[src/rtl/mc_timer_pkg.sv]
package mc_timer_pkg;
  localparam int ADDR_W   = 5;
  localparam int DATA_W   = 32;
  localparam int N_CH     = 4;
  localparam int N_TB     = 4;
  localparam int TBSEL_W  = 2;
  localparam int ESEL_W   = 3;

  localparam logic [ADDR_W-1:0] OFF_CTRL = 5'h00;
  localparam logic [ADDR_W-1:0] OFF_CH0  = 5'h04;
  localparam logic [ADDR_W-1:0] OFF_UP   = 5'h14;
  localparam logic [ADDR_W-1:0] OFF_STAT = 5'h18;

  localparam int RUN_LSB  = 16;
  localparam int MODE_LSB = 12;
  localparam int ESEL_LSB = 8;

  localparam logic [DATA_W-1:0] CTRL_MASK = 32'h000F_F7FF;

  typedef enum logic [TBSEL_W-1:0] {
    TB_US1   = 2'd0,
    TB_US10  = 2'd1,
    TB_US100 = 2'd2,
    TB_MS1   = 2'd3
  } tbase_e;

  function automatic logic [ADDR_W-1:0] ch_offset(input int idx);
    return ADDR_W'(int'(OFF_CH0) + 4 * idx);
  endfunction
endpackage

[src/rtl/mc_tick_gen.sv]
module mc_tick_gen #(
  parameter int CLK_MHZ = 100,
  parameter int DECADE  = 10,
  parameter int STAGES  = 4
) (
  input  logic              clk,
  input  logic              rst_n,
  output logic [STAGES-1:0] ticks
);
  localparam int US_W  = (CLK_MHZ > 1) ? $clog2(CLK_MHZ) : 1;
  localparam int DEC_W = $clog2(DECADE);

  logic [US_W-1:0]   us_cnt;
  logic [STAGES-1:0] stage_tick;

  always_ff @(posedge clk or negedge rst_n) begin
    if (!rst_n) us_cnt <= '0;
    else if (us_cnt == US_W'(CLK_MHZ - 1)) us_cnt <= '0;
    else us_cnt <= us_cnt + 1'b1;
  end

  assign stage_tick[0] = (us_cnt == US_W'(CLK_MHZ - 1));

  for (genvar g = 1; g < STAGES; g++) begin : g_decade
    logic [DEC_W-1:0] dec;
    always_ff @(posedge clk or negedge rst_n) begin
      if (!rst_n) dec <= '0;
      else if (stage_tick[g-1]) dec <= (dec == DEC_W'(DECADE - 1)) ? '0 : dec + 1'b1;
    end
    assign stage_tick[g] = stage_tick[g-1] && (dec == DEC_W'(DECADE - 1));
  end

  assign ticks = stage_tick;
endmodule

[src/rtl/mc_down_chan.sv]
module mc_down_chan
  import mc_timer_pkg::*;
#(
  parameter int CNT_W = 16
) (
  input  logic             clk,
  input  logic             rst_n,
  input  logic [N_TB-1:0]  ticks,
  input  tbase_e           tb_sel,
  input  logic             run,
  input  logic             periodic,
  input  logic             start,
  input  logic [CNT_W-1:0] load_val,
  output logic [CNT_W-1:0] count,
  output logic             expire
);
  logic step;

  assign step   = ticks[tb_sel];
  assign expire = run && step && !start && (count == '0);

  always_ff @(posedge clk or negedge rst_n) begin
    if (!rst_n) begin
      count <= '0;
    end else if (start) begin
      count <= load_val;
    end else if (run && step) begin
      if (count == '0) count <= periodic ? load_val : '0;
      else count <= count - 1'b1;
    end
  end
endmodule

[src/rtl/mc_up_counter.sv]
module mc_up_counter
  import mc_timer_pkg::*;
#(
  parameter int W = 32
) (
  input  logic              clk,
  input  logic              rst_n,
  input  logic [N_TB-1:0]   ticks,
  input  logic [ESEL_W-1:0] sel,
  output logic [W-1:0]      count
);
  logic step;

  always_comb begin
    case (sel)
      3'd1:    step = ticks[0];
      3'd2:    step = ticks[1];
      3'd3:    step = ticks[2];
      3'd4:    step = ticks[3];
      default: step = 1'b1;
    endcase
  end

  always_ff @(posedge clk or negedge rst_n) begin
    if (!rst_n) count <= '0;
    else if (step) count <= count + 1'b1;
  end
endmodule

[src/rtl/mc_timer.sv]
module mc_timer
  import mc_timer_pkg::*;
#(
  parameter int CLK_MHZ = 100,
  parameter int CNT_W   = 16,
  parameter int UP_W    = 32
) (
  input  logic              clk,
  input  logic              rst_n,
  input  logic              reg_wr,
  input  logic [ADDR_W-1:0] reg_addr,
  input  logic [DATA_W-1:0] reg_wdata,
  output logic [DATA_W-1:0] reg_rdata,
  output logic [N_CH-1:0]   irq
);
  logic [DATA_W-1:0]    ctrl_q, ctrl_d;
  logic [N_CH-1:0]      irq_q;
  logic [N_TB-1:0]      ticks;
  logic [N_CH-1:0]      start, expire, load_wr;
  logic [CNT_W-1:0]     load_q  [N_CH];
  logic [CNT_W-1:0]     count_w [N_CH];
  logic [N_CH*CNT_W-1:0] count_flat;
  logic [UP_W-1:0]      up_count;
  logic                 ctrl_wr, stat_wr;
  logic [N_CH-1:0]      clr_mask;

  assign ctrl_wr  = reg_wr && (reg_addr == OFF_CTRL);
  assign stat_wr  = reg_wr && (reg_addr == OFF_STAT);
  assign clr_mask = stat_wr ? reg_wdata[N_CH-1:0] : '0;

  mc_tick_gen #(.CLK_MHZ(CLK_MHZ), .DECADE(10), .STAGES(N_TB)) u_ticks (
    .clk  (clk),
    .rst_n(rst_n),
    .ticks(ticks)
  );

  for (genvar i = 0; i < N_CH; i++) begin : g_chan
    assign load_wr[i] = reg_wr && (reg_addr == ch_offset(i));
    assign start[i]   = ctrl_wr && reg_wdata[RUN_LSB+i] && !ctrl_q[RUN_LSB+i];

    always_ff @(posedge clk or negedge rst_n) begin
      if (!rst_n) load_q[i] <= '0;
      else if (load_wr[i]) load_q[i] <= reg_wdata[CNT_W-1:0];
    end

    mc_down_chan #(.CNT_W(CNT_W)) u_chan (
      .clk     (clk),
      .rst_n   (rst_n),
      .ticks   (ticks),
      .tb_sel  (tbase_e'(ctrl_q[2*i +: TBSEL_W])),
      .run     (ctrl_q[RUN_LSB+i]),
      .periodic(ctrl_q[MODE_LSB+i]),
      .start   (start[i]),
      .load_val(load_q[i]),
      .count   (count_w[i]),
      .expire  (expire[i])
    );

    assign count_flat[i*CNT_W +: CNT_W] = count_w[i];
  end

  mc_up_counter #(.W(UP_W)) u_up (
    .clk  (clk),
    .rst_n(rst_n),
    .ticks(ticks),
    .sel  (ctrl_q[ESEL_LSB +: ESEL_W]),
    .count(up_count)
  );

  // Control word: a software write takes priority over the one-shot self-stop.
  always_comb begin
    ctrl_d = ctrl_q;
    if (ctrl_wr) begin
      ctrl_d = reg_wdata & CTRL_MASK;
    end else begin
      for (int i = 0; i < N_CH; i++) begin
        if (expire[i] && !ctrl_q[MODE_LSB+i]) ctrl_d[RUN_LSB+i] = 1'b0;
      end
    end
  end

  always_ff @(posedge clk or negedge rst_n) begin
    if (!rst_n) begin
      ctrl_q <= '0;
      irq_q  <= '0;
    end else begin
      ctrl_q <= ctrl_d;
      irq_q  <= (irq_q & ~clr_mask) | expire;
    end
  end

  assign irq = irq_q;

  always_comb begin
    reg_rdata = '0;
    if (reg_addr == OFF_CTRL) reg_rdata = ctrl_q;
    else if (reg_addr == OFF_UP) reg_rdata = DATA_W'(up_count);
    else if (reg_addr == OFF_STAT) reg_rdata = DATA_W'(irq_q);
    else begin
      for (int i = 0; i < N_CH; i++) begin
        if (reg_addr == ch_offset(i)) reg_rdata = DATA_W'(count_w[i]);
      end
    end
  end
endmodule

[config.mk]
export PLATFORM = sky130hd
export DESIGN_NAME = mc_timer
export DESIGN_NICKNAME = d
export VERILOG_FILES = /design/src/rtl/mc_timer_pkg.sv /design/src/rtl/mc_tick_gen.sv /design/src/rtl/mc_down_chan.sv /design/src/rtl/mc_up_counter.sv /design/src/rtl/mc_timer.sv
export SDC_FILE = /design/constraint.sdc
export NUM_CORES = 1
export LEC_CHECK = 0
export ABC_AREA = 1
export CORE_ASPECT_RATIO = 0.7
export CORE_MARGIN = 2
export CORE_UTILIZATION = 36
export CTS_CLUSTER_DIAMETER = 30
export DETAILED_ROUTE_END_ITERATION = 7
export DONT_BUFFER_PORTS = 1
export SLEW_MARGIN = 40
export SYNTH_ARGS = -nofsm -noshare
export SYNTH_HDL_FRONTEND = slang
export SYNTH_SLANG_ARGS = --single-unit
[constraint.sdc]
create_clock -name clk -period 2.3 [get_ports clk]
set_clock_uncertainty 0.15 [all_clocks]
set_input_delay 0.69 -clock clk [delete_from_list [all_inputs] [get_ports clk]]
set_output_delay 0.69 -clock clk [all_outputs]
set_load 0.1 [all_outputs]
### Word level (Yosys, flattened, before mapping)

Cells that the tools add are included.

* input bits: 40
* word-level logic and storage cells: 149
* register bits: 202
* output and inout bits: 36

* reductions and logical operators: 58
* eq/ne operators: 14
* add/subtract/negate cells: 9
* muxes and demuxes: 42
* bitwise operators: 3
* $lt $le $gt $ge: 4

Operators with widths (number)
* $mux W16: 17
* $mux W32: 6
* $logic_not A16 Y1: 4
* $sub A16 B1 Y16 const B: 4
* $logic_and A1 B1 Y1: 33
* $add A32 B1 Y32 const B: 1
* $mux W4: 5
* $reduce_bool A2 Y1: 8
* $eq A5 B5 Y1 const B: 3
* $add A4 B1 Y4 const B: 3
* $eq A4 B4 Y1 const B: 3
* $logic_not A1 Y1: 12
* $lt A2 B3 Y1 const B: 4
* $eq A5 B4 Y1 const B: 2
* $bmux W1 S2: 4
* $mux W1: 8
* $add A7 B1 Y7 const B: 1
* $eq A7 B7 Y1 const B: 1
* $mux W7: 1
* $eq A3 B2 Y1 const B: 2
* $eq A5 B3 Y1 const B: 1
* $logic_not A5 Y1: 1
* $and A4 B4 Y4: 1
* $not A4 Y4: 1
* other kinds (4): 4

### Depth between registers and ports, before layout

Gate-level depths: netlist (run 1).

* depth in word-level cells: 12
* depth in mapped cells: 12
* depth with buffers taken out: 12

### Hierarchy

A second synthesis (run 1) with hierarchy kept.

* cell total of the unflattened synthesis: 2092
* area, all modules: 14313.7 um^2

By module, submodules not included
* mc_down_chan: times used 4, cells each 276, area each 1654.1 um^2
* mc_timer: times used 1, cells each 549, area each 4515.6 um^2
* mc_up_counter: times used 1, cells each 314, area each 2127.0 um^2
* mc_tick_gen: times used 1, cells each 125, area each 1054.8 um^2

### Worst setup path before layout (run 1)

Ideal clock, no wire load.

* path type: in2out
* start point: in reg_addr[3]
* end point: out reg_rdata[18]
* required time: 1.460 ns
* arrival: 3.084 ns
* setup slack: -1.624 ns
* stages on the path: 3
* path through: nor2_2 nand3_4 o21ai_0

* cells in the longest elaborated chain, start to end: 6

RTL lines
* start, declared: line mc_timer.sv:11 `input logic [ADDR_W-1:0] reg_addr,`
* $eq A5 B4 Y1: line mc_timer.sv:101 `if (reg_addr == ch_offset(i)) reg_rdata = DATA_W'(count_w[i]);`
* $mux W32 (2 in a row): line mc_timer.sv:101
* $mux W32: line mc_timer.sv:98 `else if (reg_addr == OFF_STAT) reg_rdata = DATA_W'(irq_q);`
* $mux W32: line mc_timer.sv:97 `else if (reg_addr == OFF_UP) reg_rdata = DATA_W'(up_count);`
* $mux W32 *: line mc_timer.sv:96 `if (reg_addr == OFF_CTRL) reg_rdata = ctrl_q;`
* end, declared: line mc_timer.sv:13 `output logic [DATA_W-1:0] reg_rdata,`

Mark *: on every way between the ends. The rest lies on a longest branch, timed or not.

### Worst setup path in the final report (run 1)

* start point: in reg_addr[0]
* end point: out reg_rdata[13]

* cells in the longest elaborated chain, start to end: 8

RTL lines (line)
* $eq A5 B3 Y1: mc_timer.sv:101
* $mux W16: mc_timer.sv:101
* $mux W32 (3 in a row): mc_timer.sv:101
* $mux W32: mc_timer.sv:98
* $mux W32: mc_timer.sv:97
* $mux W32 *: mc_timer.sv:96

Marks and branches as above.

==> results of run 1 <==
-- power by group through the flow --
stage	logic, mW	registers [mW]	clock network, mW
5_1_grt	4.96	4.88	6.96
3_3_place_gp	4.13	4.83	0
6_report	4.38	4.81	6.67
3_5_place_dp	4.19	4.83	0
4_1_cts	4.27	4.79	6.78
2_1_floorplan	3.00	4.68	0
-- registers in the layout, summed over array words and instances (netlist names) --
signal / cells
u_ticks.g_decade.dec: 12
irq: 4
u_ticks.us_cnt: 7
load_q: 64
u_up.count: 32
ctrl_q: 19
g_chan.u_chan.count: 64
-- cell usage after synthesis, types with 3 or more instances --
library cell                 n
sky130_fd_sc_hd__nand2_1   681
sky130_fd_sc_hd__dfrtp_1   202
sky130_fd_sc_hd__inv_1     161
sky130_fd_sc_hd__nor2_1    151
sky130_fd_sc_hd__nand3_1   133
sky130_fd_sc_hd__o21ai_0   130
sky130_fd_sc_hd__xor2_1     60
sky130_fd_sc_hd__nor3_1     34
sky130_fd_sc_hd__clkbuf_1   27
sky130_fd_sc_hd__o22ai_1    26
sky130_fd_sc_hd__nand4_1    18
sky130_fd_sc_hd__buf_2      11
sky130_fd_sc_hd__buf_4      11
sky130_fd_sc_hd__ha_1       10
sky130_fd_sc_hd__or2_2      10
sky130_fd_sc_hd__xnor2_1    10
sky130_fd_sc_hd__o21ai_1     9
sky130_fd_sc_hd__a21oi_1     7
sky130_fd_sc_hd__buf_6       6
sky130_fd_sc_hd__nor2_2      6
sky130_fd_sc_hd__o211ai_1    6
sky130_fd_sc_hd__o21ai_2     6
sky130_fd_sc_hd__nand3_2     5
sky130_fd_sc_hd__inv_2       4
sky130_fd_sc_hd__nand2_2     4
sky130_fd_sc_hd__nand3_4     3
-- kinds of logic after synthesis --
group / Yosys count / synth area share
fa+ha+maj: 10 / 0.01030
xor+xnor: 70 / 0.05046
buf+inv: 220 / 0.07621
compound gates: 190 / 0.08630
simple gates: 1053 / 0.3607
flops: 202 / 0.4161
-- worst paths after layout --
| kind | end | startpoint | cells after the start | slack [ps] |
|---|---|---|---|---|
| max in group asynchronous | u_ticks.us_cnt[4] | rst_n | 0 | 1990 |
| min | g_chan[0].u_chan.count[8] | rst_n | 0 | -300 |
| min in group clk | ctrl_q[18] | reg_wdata[18] | 2 | 120 |
| min reg2reg | u_ticks.us_cnt[0] | u_ticks.us_cnt[0] | 1 | 310 |
| max | reg_rdata[13] | reg_addr[0] | 8 | -520 |
| max reg2reg | g_chan[0].u_chan.count[4] | g_chan[0].u_chan.count[13] | 12 | 130 |
-- cells in the final DEF (no fill, tap or decap), types with 2 or more instances in the layout --
master / count
sky130_fd_sc_hd__nand2_1: 678
sky130_fd_sc_hd__dfrtp_1: 202
sky130_fd_sc_hd__inv_1: 155
sky130_fd_sc_hd__nor2_1: 132
sky130_fd_sc_hd__o21ai_0: 127
sky130_fd_sc_hd__nand3_1: 126
sky130_fd_sc_hd__buf_4: 79
sky130_fd_sc_hd__xor2_1: 60
sky130_fd_sc_hd__clkbuf_16: 53
sky130_fd_sc_hd__buf_12: 41
sky130_fd_sc_hd__nor3_1: 33
sky130_fd_sc_hd__nand4_1: 18
sky130_fd_sc_hd__nor2_4: 16
sky130_fd_sc_hd__o22ai_2: 12
sky130_fd_sc_hd__nor2_2: 11
sky130_fd_sc_hd__o21ai_1: 11
sky130_fd_sc_hd__or2_2: 10
sky130_fd_sc_hd__xnor2_1: 10
sky130_fd_sc_hd__clkinvlp_4: 10
sky130_fd_sc_hd__ha_1: 10
sky130_fd_sc_hd__nand3_4: 9
sky130_fd_sc_hd__o22ai_4: 9
sky130_fd_sc_hd__inv_2: 8
sky130_fd_sc_hd__clkinv_4: 7
sky130_fd_sc_hd__nand3_2: 6
sky130_fd_sc_hd__a21oi_1: 6
sky130_fd_sc_hd__o21ai_2: 6
sky130_fd_sc_hd__o211ai_1: 6
sky130_fd_sc_hd__nand2_2: 6
sky130_fd_sc_hd__clkinv_2: 6
sky130_fd_sc_hd__inv_6: 6
sky130_fd_sc_hd__buf_6: 6
sky130_fd_sc_hd__o22ai_1: 5
sky130_fd_sc_hd__bufinv_16: 4
sky130_fd_sc_hd__clkbuf_8: 3
sky130_fd_sc_hd__nand2_4: 2
sky130_fd_sc_hd__o21ai_4: 2
sky130_fd_sc_hd__nor3b_1: 2
sky130_fd_sc_hd__clkbuf_1: 2
sky130_fd_sc_hd__buf_16: 2
-- through the flow --
stage,std cells,worst slack [ps]
after global placement,2251,-576.4
after detailed placement,2251,-618.6
final,2343,-519.6
after global routing,2343,-589.9
after CTS,2341,-523.6
after floorplan,1745,-1296
-- worst max-delay path: cells and delay by family --
kind,cells,cell delay [ps]
and+or+nand+nor,2,280
buffers and inverters,3,580
AOI/OAI and AO/OA,3,430
-- repair_timing --
| item | in CTS | in global routing |
|---|---|---|
| resized for setup | 35 | 24 |
| cloned | 1 | 1 |
| pin swaps | 10 | 12 |
| setup endpoints to repair | 32 | 55 |
| endpoints found under the hold margin | 202 | 202 |
| buffers inserted | 4 | 2 |
-- per-layer routing --
layer  vias up  track usage
met4         0      0.07556
met3        68      0.07275
met1      5557       0.3629
met2       487       0.3436
li1       5820            -
met5         -            0
-- area by class of cell --
cell class	count	area share
Clock buffer	54	0.07924
Multi-Input combinational cell	1323	0.4115
Sequential cell	202	0.3142
Timing Repair Buffer	132	0.1017
Tap cell	435	0.03383
Clock inverter	31	0.02014
Inverter	165	0.03888
Timing Repair inverter	1	0.0004666
==> flow_metrics.py, run 1 <==
metrics = {
    "pwr": {
        "pwr-share-seq": 0.303,
        "switchingPower_mw": 5.720,
        "pwr-share-comb": 0.276,
        "post-layout-total-power_mw": 15.87,
        "p_leak_nw": 7.802,
        "power.density_cell_area_nw_per_um2": 986.4,
        "switching_share": 0.3604,
        "irDropWorstVdd_uv": 799.9,
        "power.share.clock": 0.421,
        "internal_power_mw": 10.15,
    },
    "yosys": {
        "cell_count_after_synthesis": 1745,
        "dominantRegCellSynth": "sky130_fd_sc_hd__dfrtp_1",
        "synthArstFlopShare": 1.000,
        "yosys_warnings": 0,
        "synth_largest_type_area_fraction": 0.4161,
        "synth_fp_nets": 1795,
        "post_synth_main_area_contributors": "sky130_fd_sc_hd__dfrtp_1 (42%), sky130_fd_sc_hd__nand2_1 (21%), sky130_fd_sc_hd__nand3_1 (5.5%), sky130_fd_sc_hd__o21ai_0 (5.4%), sky130_fd_sc_hd__inv_1 (5.0%)",
        "yosys.area.top_type": "sky130_fd_sc_hd__dfrtp_1",
        "number_of_synthesized_register_bits": 202,
        "netlist_area_um2": 12150,
        "synth_sequential_area_ratio": 0.4161,
        "syn_area_per_cell_um2": 6.962,
        "synth-edff-count": 0,
        "synth_cell_type_count": 36,
    },
    "routing": {
        "drt_drc_violations_left": 0,
        "drt_pre_antenna_iters": 5,
        "routed_via_density": 5.093,
        "met1Wirelength_mm": 19.98,
        "maxUsedRoutingLayer": "met4",
        "dr_wl_met3_mm": 4.648,
        "detail_route.wl_per_cell_um": 18.21,
        "route.antenna.remaining_nets": 0,
        "routed_wirelength_mm": 42.67,
        "via_count": 11930,
        "met2_length_mm": 16.99,
        "detailedRoute.firstIterationViolations": 1127,
    },
    "clock_network": {
        "longest_clk_path_bufs": 3,
        "ctsHtreeMaxLevel": 2,
        "clkLatencyLatePin_ps": 540,
        "tritoncts_clock_tree": "built",
        "clock_sinks": 202,
        "clock-root-buffer": "sky130_fd_sc_hd__clkbuf_16",
        "clk_pin_slew_worst_paths_ps": 50,
        "numCtsBuffers": 46,
    },
    "timing": {
        "drv_slew": 0,
        "worst_slew_pin_slew_ps": 636.8,
        "fin_ws_ps": -519.6,
        "max_slew_margin": 0.5750,
        "hold_slack_ps": -301.9,
        "timing.final.crit_share": 1.226,
        "rsz0062_at_grt": "yes",
        "hold_violations": 202,
        "report.final.setup_viol": 32,
        "fmaxAchievable_ghz": 0.3547,
        "tns_ps": -12300,
        "final.min_clock_period_ps": 2820,
    },
    "global_route": {
        "all_layer_global_routing_usage": 0.2465,
        "grt_pass1_vias": 11240,
        "first_pass_grt_wire_length_mm": 65.96,
        "grt.overflow.total": 0,
        "antenna_violations_before_repair": 1,
        "largest_net_degree_at_the_start_of_global_routing": 203,
    },
    "layout": {
        "layout.nets": 1921,
        "final_layout_size_suffix_gt1_frac": 0.1677,
        "n_antenna_cell": 0,
        "num-fill-cells": 3239,
        "finalInstanceArea_um2": 16090,
        "syn_to_final_growth_pct": 32.43,
        "final_core_utilization": 0.4824,
        "final-seq-area_um2": 5055,
        "multi_input_area_um2": 6621,
    },
    "placement": {
        "dp.final_hpwl_mm": 31.74,
        "port_buffers": 0,
        "gp_congestion": 0.9554,
        "detailed_place.area_um2": 14190,
    },
    "run": {
        "max_cap_viols": 0,
    },
    "die": {
        "floorplan.initialDensity": 0.3643,
        "fp.dieW_um": 223.6,
        "floorplan.die_area_um2": 35260,
        "floorplan.io_pins": 76,
        "design.core.area_um2": 33350,
        "dieHeight_um": 157.7,
        "row_count": 56,
    },
    "outcome": {
        "failed_checks": "negative hold slack, negative setup slack",
        "outcome": "complete, but fails checks",
    },
    "setup_path": {
        "worstSetupStartpointType": "input pin",
        "cp_max_delay_cell": "sky130_fd_sc_hd__o211ai_1",
        "crit_type": "input pin to primary output",
        "worst-endpoint-arrival_ps": 1980,
        "crit_required_ps": 1460,
        "path_max_fanout": 5,
        "cp-end-kind": "primary output",
        "highest_cell_delay_on_the_worst_timing_path_ps": 260,
        "path_cells": "nor2_8 -> buf_12 -> nand4_1 -> buf_4 -> o22ai_2 -> o22ai_1 -> o211ai_1 -> buf_16",
    },
    "hold_path": {
        "holdCritPathClass": "input pin to async pin",
    },
}
Note: power is estimated with default switching activity, not from simulation.
==> inputs of run 2 (changes only) <==
Clock period 2.3 ns to 3.2 ns, I/O delays scaled along.
==> run 2 against run 1 <==
The run still ends with negative hold slack, negative setup slack left. Sequential cell count did not move. Critical path depth did not move. Die area did not move. First-iteration DRC count rose by 39%. Register-to-register slack improved by 480 ps. Sequential share of layout area rose by 1.2 points. Count of clock-buffer cells in the layout fell by 7. Final cell count fell by 2.2%. Utilization fell by 1.7 points. Design area fell by 3.6%. Clock power fell by 37%. Critical endpoint is now reg_rdata[5]. Highest routed layer unchanged.
==> flow_metrics.py, run 2 (synthesized netlist as in run 1, its figures left out) <==
metrics = {
    "outcome": {
        "outcome": "complete, but fails checks",
        "failed_checks": "negative hold slack, negative setup slack",
    },
    "routing": {
        "detailedRoute.firstIterationViolations": 1572,
        "routed_wirelength_mm": 42.14,
        "drt_pre_antenna_iters": 5,
        "via_count": 11960,
        "route.antenna.remaining_nets": 0,
        "detail_route.wl_per_cell_um": 18.39,
        "routed_via_density": 5.219,
        "drt_drc_violations_left": 0,
    },
    "global_route": {
        "grt.overflow.total": 0,
        "grt_pass1_vias": 11090,
        "first_pass_grt_wire_length_mm": 65.65,
        "largest_net_degree_at_the_start_of_global_routing": 203,
        "all_layer_global_routing_usage": 0.2435,
        "antenna_violations_before_repair": 3,
    },
    "clock_network": {
        "clock-root-buffer": "sky130_fd_sc_hd__clkbuf_16",
        "clkLatencyLatePin_ps": 530,
        "numCtsBuffers": 40,
        "longest_clk_path_bufs": 3,
        "ctsHtreeMaxLevel": 2,
        "clk_pin_slew_worst_paths_ps": 50,
        "clock_sinks": 202,
        "tritoncts_clock_tree": "built",
    },
    "timing": {
        "hold_slack_ps": -6.010,
        "report.final.setup_viol": 32,
        "drv_slew": 0,
        "final.min_clock_period_ps": 3456,
        "timing.final.crit_share": 1.080,
        "max_slew_margin": 0.5752,
        "fin_ws_ps": -255.6,
        "worst_slew_pin_slew_ps": 632.3,
        "fmaxAchievable_ghz": 0.2894,
        "hold_violations": 5,
        "rsz0062_at_grt": "yes",
    },
    "setup_path": {
        "cp-end-kind": "primary output",
        "crit_required_ps": 2090,
        "worstSetupStartpointType": "input pin",
        "critPathLaunch": "reg_addr[0]",
        "worstReg2RegStart": "g_chan[0].u_chan.count[0]",
        "path_max_fanout": 8,
        "timing.critical_path.buf_inv": 4,
        "reg2reg_to": "g_chan[0].u_chan.count[6]",
        "highest_cell_delay_on_the_worst_timing_path_ps": 340,
        "crit_type": "input pin to primary output",
        "worst-endpoint-arrival_ps": 2350,
        "r2r_setup_slack_ps": 610,
        "critical_path.top_delay_family": "buffers and inverters",
        "worstRegToRegCells": 10,
        "cp.depth": 8,
        "path_cells": "nor2_8 -> buf_12 -> buf_4 -> nand3_4 -> nor2_4 -> inv_6 -> o211ai_1 -> clkbuf_16",
        "cp_max_delay_cell": "sky130_fd_sc_hd__o211ai_1",
        "setup.worst_path.end": "reg_rdata[5]",
    },
    "layout": {
        "finalInstanceArea_um2": 15510,
        "n_antenna_cell": 0,
        "final_layout_size_suffix_gt1_frac": 0.1475,
        "final_core_utilization": 0.4650,
        "largest_registers": "g_chan.u_chan.count x64, load_q x64, u_up.count x32",
        "layout_common_cells": "sky130_fd_sc_hd__nand2_1 (668), sky130_fd_sc_hd__dfrtp_1 (202), sky130_fd_sc_hd__inv_1 (157)",
        "num-fill-cells": 3331,
        "leading_cell_type_in_the_layout_fill_and_taps_excluded": "sky130_fd_sc_hd__nand2_1",
        "layout.nets": 1877,
        "syn_to_final_growth_pct": 27.64,
    },
    "placement": {
        "dp.final_hpwl_mm": 31.05,
        "detailed_place.area_um2": 13750,
        "port_buffers": 0,
        "gp_congestion": 1.012,
    },
    "die": {
        "row_count": 56,
        "floorplan.die_area_um2": 35260,
        "dieHeight_um": 157.7,
        "fp.dieW_um": 223.6,
        "floorplan.io_pins": 76,
        "floorplan.initialDensity": 0.3643,
        "design.core.area_um2": 33350,
    },
    "run": {
        "max_cap_viols": 0,
    },
    "pwr": {
        "irDropWorstVdd_uv": 413.3,
        "power.density_cell_area_nw_per_um2": 687.9,
        "p_leak_nw": 7.558,
    },
    "hold_path": {
        "holdCritPathClass": "input pin to async pin",
    },
}
==> run 2: changes by cell type in the layout (fill, tap and decap cells not counted), moves of 4 or more <==
cell,before,now
sky130_fd_sc_hd__nand2_1,678,668
sky130_fd_sc_hd__buf_4,79,48
sky130_fd_sc_hd__clkbuf_16,53,47
sky130_fd_sc_hd__inv_6,6,10
sky130_fd_sc_hd__nand2_2,6,13
sky130_fd_sc_hd__nor2_1,132,137
sky130_fd_sc_hd__buf_12,41,30
sky130_fd_sc_hd__nor2_2,11,6
sky130_fd_sc_hd__inv_2,8,4
sky130_fd_sc_hd__clkinvlp_4,10,2
==> run 2: final cells by class <==
class / count / area, µm² / share of cell area
multi-input cells: 1323 / 6660 / 0.4295
flip-flops and latches: 202 / 5055 / 0.3260
repair buffers: 95 / 1255 / 0.08093
clock buffers: 47 / 1099 / 0.07084
inverters: 165 / 634.4 / 0.04091
well taps: 435 / 544.3 / 0.03510
clock inverters: 25 / 260.3 / 0.01678
==> run 2: what timing repair did <==
action	in CTS	in global routing
setup endpoints to repair	30	20
gates resized for setup	44	38
hold endpoints to repair	185	56
cloned	2	2
pin swaps	16	17
setup buffers	1	4
==> run 2: worst min path at each step <==
stage / cells past startpoint / slack [ps] / to / from
after floorplan: 1 / 280 / u_ticks.us_cnt[0] / u_ticks.us_cnt[0]
after global placement: 1 / 300 / u_ticks.us_cnt[0] / u_ticks.us_cnt[0]
after detailed placement: 1 / 310 / u_ticks.us_cnt[0] / u_ticks.us_cnt[0]
after CTS: 0 / -30 / g_chan[1].u_chan.count[5] / rst_n
after global routing: 0 / -30 / ctrl_q[13] / rst_n
final: 0 / -6 / g_chan[0].u_chan.count[15] / rst_n
==> run 2: power breakdown <==
| part | switching (mW) | internal, mW |
|---|---|---|
| registers | 0.500 | 2.97 |
| clock network | 1.49 | 2.73 |
| logic | 1.98 | 0.996 |
| total | 3.98 | 6.69 |
==> run 2: worst register-to-register path: stages, from the launching register on <==
cell and delay (ps):
sky130_fd_sc_hd__dfrtp_1 460, sky130_fd_sc_hd__inv_1 160, sky130_fd_sc_hd__ha_1 240, sky130_fd_sc_hd__nand4_1 100
sky130_fd_sc_hd__nor2_1 360, sky130_fd_sc_hd__nand2_1 200, sky130_fd_sc_hd__o21ai_2 470, sky130_fd_sc_hd__nand2_1 170
sky130_fd_sc_hd__nand2_1 110, sky130_fd_sc_hd__nand2_1 50, sky130_fd_sc_hd__nand2_1 60
==> run 2: metal layers <==
layer / vias up / share of wire / track usage
li1: 5734 / - / -
met1: 5668 / 0.47 / 0.3683
met2: 485 / 0.40 / 0.3356
met3: 76 / 0.10 / 0.06143
met4: 0 / 0.027 / 0.07429
met5: - / 0 / 0
==> run 2: per-stage QoR <==
stage	hold slack (ps)	power [mW]	std cells	setup slack (ps)	TNS [ps]
2_1_floorplan	281.5	5.519	1745	-935.7	-9932
3_3_place_gp	297.7	6.294	2211	-221.6	-3436
3_5_place_dp	306.7	6.341	2211	-257.3	-4017
4_1_cts	-25.16	10.63	2285	-210.4	-2413
5_1_grt	-29.76	11.30	2292	-296.1	-6230
6_report	-6.010	10.67	2292	-255.6	-4775
